`config.mk`:
```
export PLATFORM = sky130hd
export DESIGN_NAME = rx_order_arbiter
export DESIGN_NICKNAME = d
export VERILOG_FILES = /design/src/rtl/rxo_pkg.sv /design/src/rtl/rxo_fifo.sv /design/src/rtl/rxo_sel.sv /design/src/rtl/rxo_credit.sv /design/src/rtl/rx_order_arbiter.sv
export SDC_FILE = /design/constraint.sdc
export NUM_CORES = 1
export LEC_CHECK = 0
export ABC_AREA = 0
export CORE_UTILIZATION = 24
export DETAILED_ROUTE_END_ITERATION = 7
export MAX_ROUTING_LAYER = met4
export PLACE_DENSITY = 0.5
export SLEW_MARGIN = 15
export SYNTH_ARGS = -nofsm -noshare
export SYNTH_HDL_FRONTEND = slang
export SYNTH_SLANG_ARGS = --single-unit
```
`constraint.sdc`:
```
create_clock -name clk_i -period 10.7 [get_ports clk_i]
set_clock_uncertainty 0.05 [all_clocks]
set_input_delay 2.14 -clock clk_i [delete_from_list [all_inputs] [get_ports clk_i]]
set_output_delay 2.14 -clock clk_i [all_outputs]
set_load 0.03 [all_outputs]
```
`src/rtl/rxo_pkg.sv`:
```
package rxo_pkg;
  localparam int DESC_W   = 136;
  localparam int NCLS     = 3;
  localparam int TYPE_LSB = 128;

  typedef enum logic [1:0] {
    CLS_P   = 2'b00,
    CLS_NP  = 2'b01,
    CLS_CPL = 2'b10
  } cls_e;

  function automatic cls_e desc_cls(input logic [DESC_W-1:0] d);
    case (d[TYPE_LSB+1 -: 2])
      2'b01:   return CLS_NP;
      2'b10:   return CLS_CPL;
      default: return CLS_P;
    endcase
  endfunction
endpackage

```
`src/rtl/rxo_fifo.sv`:
```
module rxo_fifo #(
  parameter int W     = 8,
  parameter int DEPTH = 4,
  localparam int AW   = (DEPTH > 1) ? $clog2(DEPTH) : 1,
  localparam int CW   = $clog2(DEPTH + 1)
) (
  input  logic          clk_i,
  input  logic          rst_ni,
  input  logic          push_i,
  input  logic [W-1:0]  data_i,
  input  logic          pop_i,
  output logic [W-1:0]  head_o,
  output logic [CW-1:0] count_o
);
  logic [W-1:0]  mem_q [DEPTH];
  logic [AW-1:0] rd_q, wr_q;
  logic [CW-1:0] cnt_q;

  function automatic logic [AW-1:0] nxt(input logic [AW-1:0] p);
    return (p == AW'(DEPTH - 1)) ? '0 : p + 1'b1;
  endfunction

  always_ff @(posedge clk_i) begin
    if (push_i) mem_q[wr_q] <= data_i;
  end

  always_ff @(posedge clk_i or negedge rst_ni) begin
    if (!rst_ni) begin
      rd_q  <= '0;
      wr_q  <= '0;
      cnt_q <= '0;
    end else begin
      if (push_i) wr_q <= nxt(wr_q);
      if (pop_i)  rd_q <= nxt(rd_q);
      case ({push_i, pop_i})
        2'b10:   cnt_q <= cnt_q + 1'b1;
        2'b01:   cnt_q <= cnt_q - 1'b1;
        default: cnt_q <= cnt_q;
      endcase
    end
  end

  assign head_o  = mem_q[rd_q];
  assign count_o = cnt_q;

  assert_no_overflow_R2: assert property (@(posedge clk_i) disable iff (!rst_ni)
    push_i |-> (cnt_q < CW'(DEPTH) || pop_i));
  assert_no_underflow_R5: assert property (@(posedge clk_i) disable iff (!rst_ni)
    pop_i |-> cnt_q != '0);
endmodule

```
`src/rtl/rxo_sel.sv`:
```
module rxo_sel import rxo_pkg::*; #(
  parameter int CW = 3
) (
  input  logic            clk_i,
  input  logic            rst_ni,
  input  logic [NCLS-1:0] nonempty_i,
  input  logic            mask_i,
  input  logic [CW-1:0]   np_cnt_i,
  input  logic            np_pop_i,
  output logic            win_vld_o,
  output cls_e            win_cls_o
);
  logic          mask_q;
  logic [CW-1:0] boost_q;
  logic          np_ok;

  // mask falling edge loads the backlog that must drain first
  always_ff @(posedge clk_i or negedge rst_ni) begin
    if (!rst_ni) begin
      mask_q  <= 1'b0;
      boost_q <= '0;
    end else begin
      mask_q <= mask_i;
      if (mask_q && !mask_i)              boost_q <= np_cnt_i;
      else if (np_pop_i && boost_q != '0) boost_q <= boost_q - 1'b1;
    end
  end

  assign np_ok = nonempty_i[CLS_NP] && !mask_i;

  always_comb begin
    win_vld_o = 1'b1;
    win_cls_o = CLS_P;
    if (np_ok && boost_q != '0)   win_cls_o = CLS_NP;
    else if (nonempty_i[CLS_P])   win_cls_o = CLS_P;
    else if (nonempty_i[CLS_CPL]) win_cls_o = CLS_CPL;
    else if (np_ok)               win_cls_o = CLS_NP;
    else                          win_vld_o = 1'b0;
  end

  assert_boost_bounded_R10: assert property (@(posedge clk_i) disable iff (!rst_ni)
    (boost_q != '0 && !(mask_q && !mask_i)) |-> boost_q <= np_cnt_i);
endmodule

```
`src/rtl/rxo_credit.sv`:
```
module rxo_credit import rxo_pkg::*; (
  input  logic       clk_i,
  input  logic       rst_ni,
  input  logic       rel_i,
  input  cls_e       cls_i,
  output logic       vld_o,
  output logic [1:0] cls_o
);
  always_ff @(posedge clk_i or negedge rst_ni) begin
    if (!rst_ni) begin
      vld_o <= 1'b0;
      cls_o <= 2'b00;
    end else begin
      vld_o <= rel_i;
      if (rel_i) cls_o <= cls_i;
    end
  end
endmodule

```
`src/rtl/rx_order_arbiter.sv`:
```
module rx_order_arbiter import rxo_pkg::*; #(
  parameter int DEPTH = 4,
  localparam int CW   = $clog2(DEPTH + 1)
) (
  input  logic              clk_i,
  input  logic              rst_ni,
  input  logic              in_valid_i,
  input  logic [DESC_W-1:0] in_desc_i,
  output logic              in_ready_o,
  output logic              req_o,
  output logic [DESC_W-1:0] desc_o,
  input  logic              ack_i,
  input  logic              abort_i,
  input  logic              retry_i,
  input  logic              mask_i,
  output logic              credit_vld_o,
  output logic [1:0]        credit_cls_o
);
  cls_e              in_cls;
  logic [NCLS-1:0]   nonempty, full_v, push_v, pop_v;
  logic [DESC_W-1:0] head_a [NCLS];
  logic [CW-1:0]     cnt_a  [NCLS];
  logic              offer_vld_q;
  cls_e              offer_cls_q;
  logic              win_vld;
  cls_e              win_cls;
  logic              rel_w, rtry_w, wdraw_w;

  assign in_cls = desc_cls(in_desc_i);

  always_comb begin
    case (in_cls)
      CLS_NP:  in_ready_o = !full_v[1];
      CLS_CPL: in_ready_o = !full_v[2];
      default: in_ready_o = !full_v[0];
    endcase
  end

  // close of an offer: ack beats abort beats retry
  assign rel_w   = offer_vld_q && (ack_i || abort_i);
  assign rtry_w  = offer_vld_q && !ack_i && !abort_i && retry_i;
  assign wdraw_w = offer_vld_q && !rel_w && !rtry_w && mask_i && offer_cls_q == CLS_NP;

  for (genvar g = 0; g < NCLS; g++) begin : g_q
    assign nonempty[g] = cnt_a[g] != '0;
    assign full_v[g]   = cnt_a[g] == CW'(DEPTH);
    assign push_v[g]   = in_valid_i && !full_v[g] && in_cls == cls_e'(2'(g));
    assign pop_v[g]    = rel_w && offer_cls_q == cls_e'(2'(g));

    rxo_fifo #(.W(DESC_W), .DEPTH(DEPTH)) u_fifo (
      .clk_i   (clk_i),
      .rst_ni  (rst_ni),
      .push_i  (push_v[g]),
      .data_i  (in_desc_i),
      .pop_i   (pop_v[g]),
      .head_o  (head_a[g]),
      .count_o (cnt_a[g])
    );
  end

  rxo_sel #(.CW(CW)) u_sel (
    .clk_i      (clk_i),
    .rst_ni     (rst_ni),
    .nonempty_i (nonempty),
    .mask_i     (mask_i),
    .np_cnt_i   (cnt_a[1]),
    .np_pop_i   (pop_v[1]),
    .win_vld_o  (win_vld),
    .win_cls_o  (win_cls)
  );

  always_ff @(posedge clk_i or negedge rst_ni) begin
    if (!rst_ni) begin
      offer_vld_q <= 1'b0;
      offer_cls_q <= CLS_P;
    end else if (offer_vld_q) begin
      if (rel_w || rtry_w || wdraw_w) offer_vld_q <= 1'b0;
    end else if (win_vld) begin
      offer_vld_q <= 1'b1;
      offer_cls_q <= win_cls;
    end
  end

  assign req_o = offer_vld_q;

  always_comb begin
    case (offer_cls_q)
      CLS_NP:  desc_o = head_a[1];
      CLS_CPL: desc_o = head_a[2];
      default: desc_o = head_a[0];
    endcase
  end

  rxo_credit u_credit (
    .clk_i  (clk_i),
    .rst_ni (rst_ni),
    .rel_i  (rel_w),
    .cls_i  (offer_cls_q),
    .vld_o  (credit_vld_o),
    .cls_o  (credit_cls_o)
  );

  assert_hold_R4: assert property (@(posedge clk_i) disable iff (!rst_ni)
    (req_o && !ack_i && !abort_i && !retry_i && !mask_i) |=> (req_o && $stable(desc_o)));
  assert_drop_after_pop_R5: assert property (@(posedge clk_i) disable iff (!rst_ni)
    (req_o && (ack_i || abort_i)) |=> !req_o);
  assert_retry_no_credit_R6: assert property (@(posedge clk_i) disable iff (!rst_ni)
    (req_o && retry_i && !ack_i && !abort_i) |=> !credit_vld_o);
  assert_credit_pulse_R7: assert property (@(posedge clk_i) disable iff (!rst_ni)
    (req_o && (ack_i || abort_i)) |=> (credit_vld_o && credit_cls_o == $past(offer_cls_q)));
  assert_credit_cause_R7: assert property (@(posedge clk_i) disable iff (!rst_ni)
    credit_vld_o |-> $past(req_o && (ack_i || abort_i)));
  assert_np_masked_R9: assert property (@(posedge clk_i) disable iff (!rst_ni)
    $past(mask_i) |-> !(req_o && offer_cls_q == CLS_NP));
  assert_idle_inert_R11: assert property (@(posedge clk_i) disable iff (!rst_ni)
    !req_o |=> !credit_vld_o);
endmodule

```
== Yosys cells after proc, flatten, opt, wreduce, memory -nomap -nowiden ==
Memories as Yosys holds them, arrays and structs flattened.
Index checks and enable logic that the tools add are counted.
Word-level totals
  flip-flop bits (word level): 31
  bits in writable memories: 1632
  input bits: 143
  output and inout port bits: 141
  logic and storage cells: 127
  memories kept: 3
Cells by class
  $add $sub $neg: 13
  eq/ne operators: 21
  muxes and demuxes: 31
  bitwise operators: 1
  reductions and logical operators: 43
Memories
  g_q[0].u_fifo.mem_q: depth 4, width 136, read ports 1, clocked after memory_dff 0, wr ports 1, RTL line rxo_fifo.sv:15  | logic [W-1:0] mem_q [DEPTH];
  g_q[1].u_fifo.mem_q: depth 4, width 136, read ports 1, clocked after memory_dff 0, wr ports 1, RTL line rxo_fifo.sv:15
  g_q[2].u_fifo.mem_q: depth 4, width 136, read ports 1, clocked after memory_dff 0, wr ports 1, RTL line rxo_fifo.sv:15
Operators with widths (count)
  one-hot mux 136 bit (2 select lines): 1
  == test 2 bit (second input constant): 12
  logical AND 1 bit: 21
  2-to-1 mux 2 bit: 9
  one-hot mux 3 bit (2 select lines): 3
  2-to-1 mux 1 bit: 14
  adder 2 x 1 -> 2 bit (second input constant): 6
  == test 2 x 1 -> 1 bit (second input constant): 6
  nonzero test 3 bit: 4
  subtractor 3 x 1 -> 3 bit (second input constant): 4
  adder 3 x 1 -> 3 bit (second input constant): 3
  == test 3 bit (second input constant): 3
  zero test 1 bit: 8
  nonzero test 2 bit: 4
  2-to-1 mux 3 bit: 2
  zero test 2 bit: 2
  one-hot mux 2 bit (2 select lines): 1
  logical OR 1 bit: 3
  one-hot mux 1 bit (2 select lines): 1
  AND reduction 2 bit: 1
  NOT 1 bit: 1

== Depth between registers and ports, before layout ==
Gate-level depths: netlist of run 1.
  word-level depth: 11
  depth in mapped cells: 11
  mapped depth without buffers: 10

== Modules after synthesis ==
A second synthesis of run 1 with hierarchy kept.
Second synthesis, totals
  cells, all modules: 2779
  area total of the unflattened synthesis: 63614.8 µm²
Modules (own cells, without submodules)
  rxo_fifo (g_q[0].u_fifo ...): times used 2, cells an instance 748, area each 20148.1 µm², sequential area each 16510.8 µm²
  rxo_fifo (g_q[2].u_fifo): times used 1, cells an instance 748, area each 20151.8 µm², sequential area each 16510.8 µm²
  rx_order_arbiter: times used 1, cells an instance 504, area each 2805.2 µm², sequential area each 75.1 µm²
  rxo_sel: times used 1, cells an instance 26, area each 264.0 µm², sequential area each 100.1 µm²
  rxo_credit: times used 1, cells an instance 5, area each 97.6 µm², sequential area each 75.1 µm²

== Worst setup path before layout of run 1 ==
No wires, ideal clock.
  path type: input port to flip-flop
  start point: in in_desc_i[128]
  end point: mem g_q[0].u_fifo.mem_q[0][0] (netlist bit) (enable)
  setup time: 0.512 ns
  arrival time: 5.948 ns
  required time: 10.138 ns
  slack: 4.190 ns
  cell stages on the path: 5
  path buffers: 1
  cells stage by stage: inv_1 > ha_1 > and3_1 > clkbuf_1 > and2_1
Between the ends
  longest elaborated chain between the ends: 6
  elaborated cells on any way between the ends: 7
  classes of those cells: 2 x eq/ne; 3 x mux; 2 x reduce/logical
RTL lines
  start: declaration: RTL line rx_order_arbiter.sv:8  | input logic [DESC_W-1:0] in_desc_i,
  == test 2 bit / == test 2 x 1 -> 1 bit (equally long branches): RTL line rxo_pkg.sv:13  | case (d[TYPE_LSB+1 -: 2])
  one-hot mux 2 bit (2 select lines) (*): RTL line rxo_pkg.sv:13
  zero test 2 bit (*): RTL line rx_order_arbiter.sv:47  | assign push_v[g] = in_valid_i && !full_v[g] && in_cls == cls_e'(2'(g));
  logical AND 1 bit (*): RTL line rx_order_arbiter.sv:47
  2-to-1 mux 1 bit (*): RTL line rxo_fifo.sv:24  | if (push_i) mem_q[wr_q] <= data_i;
  2-to-1 mux 1 bit (not written as such) (*): RTL line rxo_fifo.sv:24
  end: declaration: RTL line rxo_fifo.sv:15
Mark *: on every way between the ends. The rest lies on a longest branch, timed or not.

== Final worst setup path of run 1 ==
  start point: reg offer_cls_q[0]
  end point: out desc_o[96]
Between the ends
  longest elaborated chain between the ends: 2
  elaborated cells on any way between the ends: 3
  classes of those cells: 2 x eq/ne; 1 x mux
RTL lines
  start: declaration: RTL line rx_order_arbiter.sv:24  | cls_e offer_cls_q;
  start signal: assignment: RTL line rx_order_arbiter.sv:80  | offer_cls_q <= win_cls;
  == test 2 bit / == test 2 x 1 -> 1 bit (equally long branches): RTL line rx_order_arbiter.sv:87  | case (offer_cls_q)
  one-hot mux 136 bit (2 select lines) (*): RTL line rx_order_arbiter.sv:87
  end: declaration: RTL line rx_order_arbiter.sv:11  | output logic [DESC_W-1:0] desc_o,
Marked as above.

==> results of run 1 <==
[state kept, by name, summed over array words and instances (netlist names)]
register            count
g_q.u_fifo.mem_q     1632
g_q.u_fifo.count_o      9
g_q.u_fifo.rd_q         6
g_q.u_fifo.wr_q         6
u_sel.boost_q           3
offer_cls_q             2
u_credit.cls_o          2
req_o                   1
u_credit.vld_o          1
u_sel.mask_q            1
[power by group through the flow]
stage,Sequential (mW),Combinational (mW),Clock (mW)
2_1_floorplan,8.00,4.35,0
3_3_place_gp,8.17,6.86,0
3_5_place_dp,8.19,6.86,0
4_1_cts,8.05,6.88,6.24
5_1_grt,8.10,7.14,6.47
6_report,8.03,6.65,6.06
[Yosys cell counts, types with 3 or more instances]
cell and count:
a21oi_1 136, a22oi_1 137, and2_1 12, and3_1 3
buf_1 33, buf_2 16, buf_4 25, buf_6 16
clkbuf_1 65, dfrtp_1 31, edfxtp_1 1632, fa_1 3
ha_1 25, inv_1 29, mux2_2 13, mux4_2 408
nand2_1 10, nor2_1 146, nor3_1 5, o211ai_1 6
o21ai_0 4, o311ai_0 3, or3b_1 3, xnor2_1 3
xor2_1 6
[metrics by stage]
stage / total power [mW] / instance area [um^2] / setup slack (ns) / utilization [%]
finish: 20.7 / 76000 / 3.74 / 29.1
global route: 21.7 / 76000 / 3.46 / 29.1
CTS: 21.2 / 75900 / 3.43 / 29.1
floorplan: 12.4 / 63100 / 4.19 / -
global placement: 15.0 / 70200 / 3.87 / 26.9
detailed placement: 15.1 / 70200 / 3.96 / 26.9
[kinds of logic after synthesis]
kind of cell               Yosys count  synth area share (%)
AOI/OAI and AO/OA                  292                  2.93
muxes                              421                  14.8
and+or+nand+nor                    185                  1.22
buffers and inverters              185                  1.47
xor gates and xnor gates             9                 0.125
DFF                               1663                  78.9
adders and majority gates           28                 0.591
[metal layers]
layer | routed length, um | part of all wire, % | GRT usage, %
met1 | 70800 | 44 | 15.7
met5 | 0 | 0 | -
met4 | 3560 | 2.2 | 3.96
met2 | 80900 | 50 | 20.5
met3 | 6970 | 4.3 | 2.35
[worst max-delay path, stage by stage (launching register included)]
cell and delay [ns]:
dfrtp_1 0.43, inv_1 0.18, ha_4 0.75, buf_4 0.63, buf_4 0.61, a22oi_1 0.14
a21oi_1 0.41, clkdlybuf4s50_1 0.76
[final timing paths]
path / startpoint / to / slack [ns] / cells past startpoint
setup / recovery: offer_cls_q[0] / desc_o[96] / 3.74 / 7
max in group asynchronous: rst_ni / g_q[2].u_fifo.rd_q[1] / 8.54 / 2
hold reg to reg: g_q[2].u_fifo.count_o[2] / g_q[2].u_fifo.count_o[2] / 0.43 / 1
setup reg to reg: g_q[1].u_fifo.count_o[2] / g_q[1].u_fifo.mem_q[1][28] / 7.37 / 5
min in group asynchronous: rst_ni / g_q[1].u_fifo.rd_q[0] / 1.69 / 2
hold / removal: g_q[2].u_fifo.count_o[2] / g_q[2].u_fifo.count_o[2] / 0.43 / 1
[layout by cell type, fill, tap and decap left out, types with 29 or more instances in the layout]
| master | netlist | final |
|---|---|---|
| nor2_1 | 146 | 146 |
| mux4_2 | 408 | 408 |
| clkdlybuf4s50_1 | 0 | 283 |
| inv_1 | 29 | 29 |
| clkbuf_16 | 0 | 179 |
| a21oi_1 | 136 | 136 |
| a22oi_1 | 137 | 137 |
| edfxtp_1 | 1632 | 1632 |
| clkbuf_1 | 65 | 29 |
| clkinv_1 | 0 | 41 |
| clkinv_2 | 0 | 34 |
| buf_4 | 25 | 38 |
[area by class of cell]
| cell class | instances | area (um^2) | share of cell area, % |
|---|---|---|---|
| flip-flops and latches | 1663 | 49800 | 65.6 |
| multi-input cells | 935 | 12500 | 16.4 |
| clock buffers | 208 | 4590 | 6.04 |
| well taps | 3496 | 4370 | 5.76 |
| repair buffers | 336 | 3420 | 4.50 |
| clock inverters | 113 | 1160 | 1.52 |
| inverters | 29 | 109 | 0.143 |
| diodes | 15 | 37.5 | 0.0494 |
==> metrics.md, run 1 <==
| Metric | Value |
|---|---|
| Site Rows | 187 |
| Root Driver | clkbuf_16 |
| Clk pwr share | 29.2% |
| Post-synthesis sequential area ratio | 78.9% |
| Synth Instances | 2,783 |
| CTS resizes | 0 |
| Routability cong. | 0.680 |
| Worst skew pair latency | 0.81 ns |
| Switch Pwr | 6.86 mW |
| Syn_nets | 2,954 |
| Layout cell share with drive strength beyond 1 | 22.8% |
| Top FF cell, synth | edfxtp_1 |
| Inst Count DP | 6,459 |
| Int Pwr | 13.9 mW |
| Critical path data arrival time | 4.77 ns |
| Sequential share of power | 38.7% |
| VDD IR max | 0.206 mV |
| Clk sinks | 1,663 |
| Global-route wire length before repair | 232,000 um |
| Vias in the first global route | 31,510 |
| CTS Buf Count | 178 |
| Area Overhead vs Synth | 20.3% |
| Routed Antenna Nets | 0 |
| Crit Path Category | flip-flop to output port |
| Starting Density | 24.2% |
| Post-DP HPWL | 83,600 um |
| Average size of a mapped cell | 22.7 um^2 |
| HP Class | flip-flop to flip-flop |
| Final Max Tran Viols | 0 |
| Yosys Warn Count | 0 |
| Die X | 515 um |
| Core area | 261,000 um^2 |
| DRT iter0 DRCs | 2,434 |
| Mapped cell area | 63,100 um^2 |
| H-tree depth | 4 |
| Final hold slack | 0.435 ns |
| CTS tree | built |
| Outcome | complete, no violations |
| Vias | 29,422 |
| Sw Ratio | 33.1% |
| Post-CTS Setup Bufs | 0 |
| Top-Level Pins | 284 |
| Port Buf Inserts | 283 |
| Fillers | 25,534 |
| Worst rel slew slack | 32.5% |
| Worst-path clk slew | 0.06 ns |
| Post-synth EDFFs | 1,632 |
| Die height | 515 um |
| Top cell type by total area after synthesis | edfxtp_1 |
| F_max | 144 MHz |
| Leak | 23.1 nW |
| Async SR Flop Fraction | 1.86% |
| Drt first pass iters | 6 |
| # Max-Cap Violations | 0 |
| Initial antenna violation count | 27 |
| Largest net degree at the start of global routing | 103 |
| Peak fanout along the critical path | 43 |
| CTS max path bufs | 3 |
| Final setup viols | 0 |
| CP required | 8.51 ns |
| Pwr dens | 273 nW/um^2 |
| Synthesized flop and latch total | 1,663 |
| Gate power share | 32.1% |
| Fin. Hold Viols | 0 |
| Die ar. | 265,000 um^2 |
| Final Cycle Share | 65.1% |
| Dominant cells by area after synthesis | edfxtp_1 78%, mux4_2 15%, a22oi_1 1.6% |
| Min cycle time layout | 6.96 ns |
| Yosys cell types | 36 |
| Final wirelength | 162,000 um |
| Startpoint Class | flip-flop |
| Global route total overflow | 0 |
| # hold bufs at CTS | 0 |
| RSZ-0062 raised after global routing | no |
| Yosys top cell area share | 77.6% |
| Total global-route track usage | 12.6% |
| Final Net Count | 3,314 |
| Worst Setup End Kind | output port |
| DRC errors left | 0 |
| Post-DR vias/cell | 4.33 |
| Per-cell routed wire length | 23.9 um |
| Setup TNS | 0 ns |
| Final Non-Filler Cells | 6,795 |
| Worst-margin pin slew | 1.01 ns |
(Power assumes the default switching activity.)
==> inputs of run 2 (changes only) <==
- clock period: 10.7 -> 6.7 ns (I/O delays scaled with it)
==> run 2 against run 1 <==
Compared with the run above:
- combinational power up 65%
- non-clock buffer count up 78
- clock power up 60%
- register-to-register slack worse by 3.9 ns
- largest power group unchanged
- critical endpoint is now desc_o[2]
- utilization up 0.36 points
- wire length down 0.22%
- setup slack worse by 2.4 ns
==> metrics.md, run 2 (synthesis results as in run 1) <==
| Metric | Value |
|---|---|
| Global-route wire length before repair | 231,000 um (-0.15%) |
| Max reg flops | 1,632 (unchanged) |
| Max incr delay on CP | 0.97 ns (+0.21 ns) |
| Reg2Reg Depth | 10 (+5) |
| Total global-route track usage | 12.5% (-0.061 points) |
| H-tree depth | 4 (unchanged) |
| Core area | 261,000 um^2 (unchanged) |
| # hold bufs at CTS | 0 (unchanged) |
| Post-DR vias/cell | 4.32 (-0.34%) |
| Drt first pass iters | 6 (unchanged) |
| CTS tree | built |
| Sequential share of power | 38.3% (-0.4 points) |
| WP depth | 6 (-1) |
| Worst Setup End Kind | output port |
| Most frequent CP cell | buf_4 |
| Setup TNS | 0 ns (unchanged) |
| # Max-Cap Violations | 0 (unchanged) |
| Clk pwr share | 28.9% (-0.3 points) |
| Min cycle time layout | 5.40 ns |
| Site Rows | 187 (unchanged) |
| Startpoint Class | flip-flop |
| Root Driver | clkbuf_16 |
| Final wirelength | 162,000 um (-0.22%) |
| Fin. Hold Viols | 0 (unchanged) |
| Post-CTS Setup Bufs | 0 (unchanged) |
| Critical path data arrival time | 4.01 ns (-0.76 ns) |
| Final Cycle Share | 80.6% |
| Pre-CTS WS | 1.70 ns (-2.26 ns) |
| CP required | 5.31 ns (-3.20 ns) |
| R2r setup slk | 3.51 ns (-3.86 ns) |
| Placed Area | 71,100 um^2 (+1.4%) |
| Multi-input gate area | 12,500 um^2 (unchanged) |
| VDD IR max | 0.273 mV (+32%) |
| Sw Ratio | 33.0% (-0.088 points) |
| Final Max Tran Viols | 0 (unchanged) |
| Reg2reg end | g_q[1].u_fifo.count_o[2] |
| Worst rel slew slack | 36.2% (+3.7 points) |
| CP bufs+invs | 3 (-1) |
| Final setup viols | 0 (unchanged) |
| Worst skew pair latency | 0.79 ns (-0.02 ns) |
| Die ar. | 265,000 um^2 (unchanged) |
| Gate power share | 32.8% (+0.7 points) |
| HP Class | flip-flop to flip-flop |
| Int Pwr | 22.4 mW (+62%) |
| Post-DP HPWL | 92,100 um (+10%) |
| Worst Setup SP | g_q[2].u_fifo.rd_q[0] |
| DRT iter0 DRCs | 2,275 (-6.5%) |
| CTS resizes | 0 (unchanged) |
| Commonest non-fill, non-tap cell in the layout | edfxtp_1 |
| Slowest-stage cell, CP | dfrtp_4 |
| Worst path top cell family by delay | buffers and inverters |
| Most frequent cells in the layout | 1,632 x edfxtp_1, 408 x mux4_2, 283 x clkdlybuf4s50_1 |
| Post-layout instance area | 76,900 um^2 (+1.2%) |
| Largest net degree at the start of global routing | 71 (-31%) |
| Per-cell routed wire length | 23.5 um (-1.4%) |
| Leak | 23.6 nW (+2.1%) |
| Fillers | 25,493 (-0.16%) |
| Reg2Reg Launch Point | offer_cls_q[1] |
| Die height | 515 um (unchanged) |
| Worst setup endpoint | desc_o[2] |
| Outcome | complete, no violations |
| F_max | 185 MHz |
| Die X | 515 um (unchanged) |
| Global route total overflow | 0 (unchanged) |
| CTS max path bufs | 3 (unchanged) |
| Setup WS post-layout | 1.30 ns (-2.44 ns) |
| Top-Level Pins | 284 (unchanged) |
| RSZ-0062 raised after global routing | no |
| Vias | 29,662 (+0.82%) |
| Area Overhead vs Synth | 21.8% |
| Starting Density | 24.2% (unchanged) |
| Vias in the first global route | 31,397 (-0.36%) |
| Port Buf Inserts | 283 (unchanged) |
| Most flop-heavy register | g_q.u_fifo.mem_q |
| Total power | 33.5 mW (+61%) |
| Switch Pwr | 11.0 mW (+61%) |
| Initial antenna violation count | 17 (-37%) |
| Routed Antenna Nets | 0 (unchanged) |
| Crit Path Category | flip-flop to output port |
| Routability cong. | 0.687 (+0.96%) |
| Crit path cell chain | buf_4, buf_4, mux4_2, a22oi_1, a21oi_1, clkdlybuf4s50_1 |
| DRC errors left | 0 (unchanged) |
| Clk sinks | 1,663 (unchanged) |
| Final Net Count | 3,391 (+2.3%) |
| Register Area | 49,800 um^2 (unchanged) |
| CTS Buf Count | 177 (-0.56%) |
| Worst-path clk slew | 0.06 ns (about the same) |
| Layout cell share with drive strength beyond 1 | 24.3% (+1.5 points) |
| Pwr dens | 435 nW/um^2 (+59%) |
| Peak fanout along the critical path | 31 (-28%) |
| Worst-margin pin slew | 0.957 ns (-0.0560 ns) |
## run 2: cell types whose count changed in the layout (fill, tap and decap cells not counted), moves of 2 or more
cell        change
clkbuf_1        +7
clkinv_1        +6
buf_4          +48
clkinv_2        -9
buf_12         +30
clkinvlp_4      +3
inv_6           +3
clkinv_8        -3
inv_16          +2
diode_2         -5
## run 2: power by group through the flow
| stage | logic (mW) | registers (mW) | clock network (mW) |
|---|---|---|---|
| floorplan | 6.95 | 12.8 | 0 |
| global placement | 11.3 | 13.0 | 0 |
| detailed placement | 11.3 | 13.1 | 0 |
| CTS | 11.3 | 12.8 | 9.93 |
| global route | 11.7 | 12.9 | 10.3 |
| finish | 11.0 | 12.8 | 9.68 |
## run 2: metal layers
| metal | GRT usage, % | routed length, um | up-vias |
|---|---|---|---|
| li1 | - | - | 12654 |
| met1 | 16.0 | 71600 | 16109 |
| met2 | 20.5 | 80100 | 658 |
| met3 | 2.21 | 6800 | 241 |
| met4 | 3.18 | 3360 | 0 |
| met5 | - | 0 | - |
## run 2: area by class of cell
cell class                      count  area share [%]
Timing Repair Buffer              414            5.69
Clock inverter                    113            1.50
Tap cell                         3496            5.69
Sequential cell                  1663            64.8
Inverter                           29           0.142
Multi-Input combinational cell    935            16.2
Clock buffer                      214            5.97
Antenna cell                       10          0.0325
## run 2: how the worst min path moves through the flow
stage                                  start                        to  slack, ns  cells past startpoint
finish              g_q[2].u_fifo.count_o[2]  g_q[2].u_fifo.count_o[2]       0.45                      1
global route        g_q[2].u_fifo.count_o[2]  g_q[2].u_fifo.count_o[2]       0.46                      1
CTS                 g_q[2].u_fifo.count_o[2]  g_q[2].u_fifo.count_o[2]       0.44                      1
detailed placement  g_q[2].u_fifo.count_o[2]  g_q[2].u_fifo.count_o[2]       0.43                      1
global placement    g_q[2].u_fifo.count_o[2]  g_q[2].u_fifo.count_o[2]       0.42                      1
floorplan           g_q[2].u_fifo.count_o[2]  g_q[2].u_fifo.count_o[2]       0.40                      1
## run 2: metrics by stage
stage	util, %	hold slack [ns]	instances
global placement	27.3	0.417	6537
finish	29.5	0.446	6874
global route	29.5	0.463	6871
CTS	29.5	0.436	6864
detailed placement	27.3	0.427	6537
floorplan	-	0.396	2783
==> inputs of run 3 (changes only) <==
- PLACE_DENSITY: 0.5 -> 0.51
- clock period: 6.7 -> 4.75 ns (I/O delays scaled with it)
==> run 3 against run 2 <==
Compared with the run above:
- clock-buffer cell count fell by 4
- combinational power up 48%
- first-iteration DRC count fell by 0.40%
- final cell count up 1.3%
- flip-flop and latch count unchanged
- wire length shrank 0.28%
- sequential share of layout area is 1.1 points lower
- power increased by 43%
- critical path depth did not move
- largest cell class unchanged
- sequential power is 38% higher
- global-route usage is 0.058 points lower
- hold slack got worse by 0.40 ns
==> metrics.md, run 3 (synthesis results as in run 1) <==
| Metric | Value |
|---|---|
| Most flop-heavy register | g_q.u_fifo.mem_q |
| Initial antenna violation count | 12 (-5) |
| Routed Antenna Nets | 0 (unchanged) |
| CTS Buf Count | 181 (+2.3%) |
| Root Driver | clkbuf_16 |
| Register Area | 49,800 um^2 (unchanged) |
| DRC errors left | 0 (unchanged) |
| Layout cell share with drive strength beyond 1 | 27.2% (+2.9 points) |
| Clk sinks | 1,663 (unchanged) |
| Routability cong. | 0.715 (+4.2%) |
| Fillers | 25,317 (-0.69%) |
| Peak fanout along the critical path | 65 (+110%) |
| Post-DP HPWL | 94,900 um (+3.0%) |
| CTS max path bufs | 3 (unchanged) |
| DRT iter0 DRCs | 2,266 (-0.40%) |
| Leak | 24.4 nW (+3.4%) |
| Reg2Reg Launch Point | offer_cls_q[1] |
| Final Non-Filler Cells | 6,962 (+1.3%) |
| Die X | 515 um (unchanged) |
| Worst-margin pin slew | 0.756 ns (-0.201 ns) |
| Reg2reg end | g_q[1].u_fifo.count_o[2] |
| F_max | 213 MHz |
| Die height | 515 um (unchanged) |
| Worst skew pair latency | 0.83 ns (+0.04 ns) |
| CP required | 3.75 ns (-1.56 ns) |
| Final Net Count | 3,481 (+2.7%) |
| Starting Density | 24.2% (unchanged) |
| Pwr dens | 614 nW/um^2 (+41%) |
| Post-DR vias/cell | 4.35 (+0.75%) |
| Drt first pass iters | 5 (-1) |
| Port Buf Inserts | 283 (unchanged) |
| Max reg flops | 1,632 (unchanged) |
| Core area | 261,000 um^2 (unchanged) |
| # Max-Cap Violations | 0 (unchanged) |
| Global route total overflow | 0 (unchanged) |
| Crit path cell chain | inv_1, ha_4, buf_16, nor2_1, a21oi_1, clkdlybuf4s50_1 |
| Final hold slack | 0.0498 ns (-0.396 ns) |
| Fin. Hold Viols | 0 (unchanged) |
| Placed Area | 71,800 um^2 (+0.99%) |
| Total global-route track usage | 12.4% (-0.058 points) |
| Top-Level Pins | 284 (unchanged) |
| Vias | 30,266 (+2.0%) |
| Min cycle time layout | 4.68 ns |
| Setup WS post-layout | 0.0650 ns (-1.24 ns) |
| Inst Count DP | 6,604 (+1.0%) |
| VDD IR max | 0.550 mV (+100%) |
| Final setup viols | 0 (unchanged) |
| Worst Setup End Kind | output port |
| Startpoint Class | flip-flop |
| Worst-path clk slew | 0.06 ns (about the same) |
| Outcome | complete, no violations |
| # hold bufs at CTS | 0 (unchanged) |
| Site Rows | 187 (unchanged) |
| Total power | 48.0 mW (+43%) |
| Reg2Reg Depth | 12 (+2) |
| Area Overhead vs Synth | 23.9% |
| CTS tree | built |
| Setup TNS | 0 ns (unchanged) |
| Die ar. | 265,000 um^2 (unchanged) |
| Final Max Tran Viols | 0 (unchanged) |
| Vias in the first global route | 31,737 (+1.1%) |
| Largest net degree at the start of global routing | 68 (-4.2%) |
| Max incr delay on CP | 0.75 ns (-0.22 ns) |
| Multi-input gate area | 12,500 um^2 (+0.33%) |
| Final Cycle Share | 98.6% |
| RSZ-0062 raised after global routing | yes |
| Per-cell routed wire length | 23.2 um (-1.5%) |
| Core Util, Final | 30.0% (+0.49 points) |
| Worst rel slew slack | 49.6% (+13 points) |
| Commonest non-fill, non-tap cell in the layout | edfxtp_1 |
| Pre-CTS WS | 0.480 ns (-1.22 ns) |
| Post-layout instance area | 78,200 um^2 (+1.6%) |
| Crit Path Category | flip-flop to output port |
| Global-route wire length before repair | 231,000 um (-0.11%) |
| R2r setup slk | 1.83 ns (-1.68 ns) |
| Most frequent cells in the layout | 1,632 x edfxtp_1, 408 x mux4_2, 265 x clkdlybuf4s50_1 |
| Critical path data arrival time | 3.68 ns (-0.33 ns) |
| Slowest-stage cell, CP | clkdlybuf4s50_1 |
| H-tree depth | 4 (unchanged) |
| HP Class | primary input to async pin |
| Final wirelength | 161,000 um (-0.28%) |
[run 3: changes by cell type in the layout (fill, tap and decap cells not counted), moves of 11 or more]
cell             change
buf_4               +60
buf_12              +23
clkdlybuf4s50_1     -18
clkinv_2            +15
dlymetal6s2s_1      +14
a21oi_1             -11
a21oi_2             +11
[run 3: critical path, delay by kind of cell, from the launching register on]
| kind | cells | cell delay [ns] |
|---|---|---|
| AO/OA/AOI/OAI | 1 | 0.37 |
| adder cells (fa/ha/maj) | 1 | 0.43 |
| buffers and inverters | 3 | 1.19 |
| flip-flops | 1 | 0.51 |
| AND/OR/NAND/NOR | 1 | 0.12 |
[run 3: area by class of cell]
class,instances,share of cell area (%)
inverter,29,0.139
clock buffer,210,5.99
tap,3496,5.60
sequential,1663,63.7
multi-input combinational,935,16.0
timing repair buffer,500,6.91
antenna,6,0.0192
clock inverter,123,1.64
[run 3: report_power, final]
part	total (mW)	internal (mW)	switching, mW
logic	16.3	6.88	9.39
registers	17.7	17.4	0.383
clock network	14.0	7.96	6.03
[run 3: per-layer routing]
| metal | track usage, % | part of all wire [%] | up-vias |
|---|---|---|---|
| met1 | 16.3 | 45 | 16437 |
| met2 | 20.0 | 49 | 756 |
| met3 | 2.06 | 4.4 | 222 |
| li1 | - | - | 12851 |
| met5 | - | 0 | - |
| met4 | 3.35 | 2.0 | 0 |
[run 3: worst max-delay path by stage]
stage,start,end,cells after the start
floorplan,in_desc_i[128],g_q[0].u_fifo.mem_q[0][0],5
finish,offer_cls_q[1],desc_o[49],6
global placement,in_desc_i[129],in_ready_o,4
CTS,offer_cls_q[1],desc_o[15],7
global route,offer_cls_q[1],desc_o[49],6
detailed placement,in_desc_i[129],in_ready_o,4
[run 3: repair_timing]
item | CTS | global route
setup buffers | 19 | 0
gates cloned | 0 | 0
setup endpoints to repair | 128 | 16
resized for setup | 13 | 16
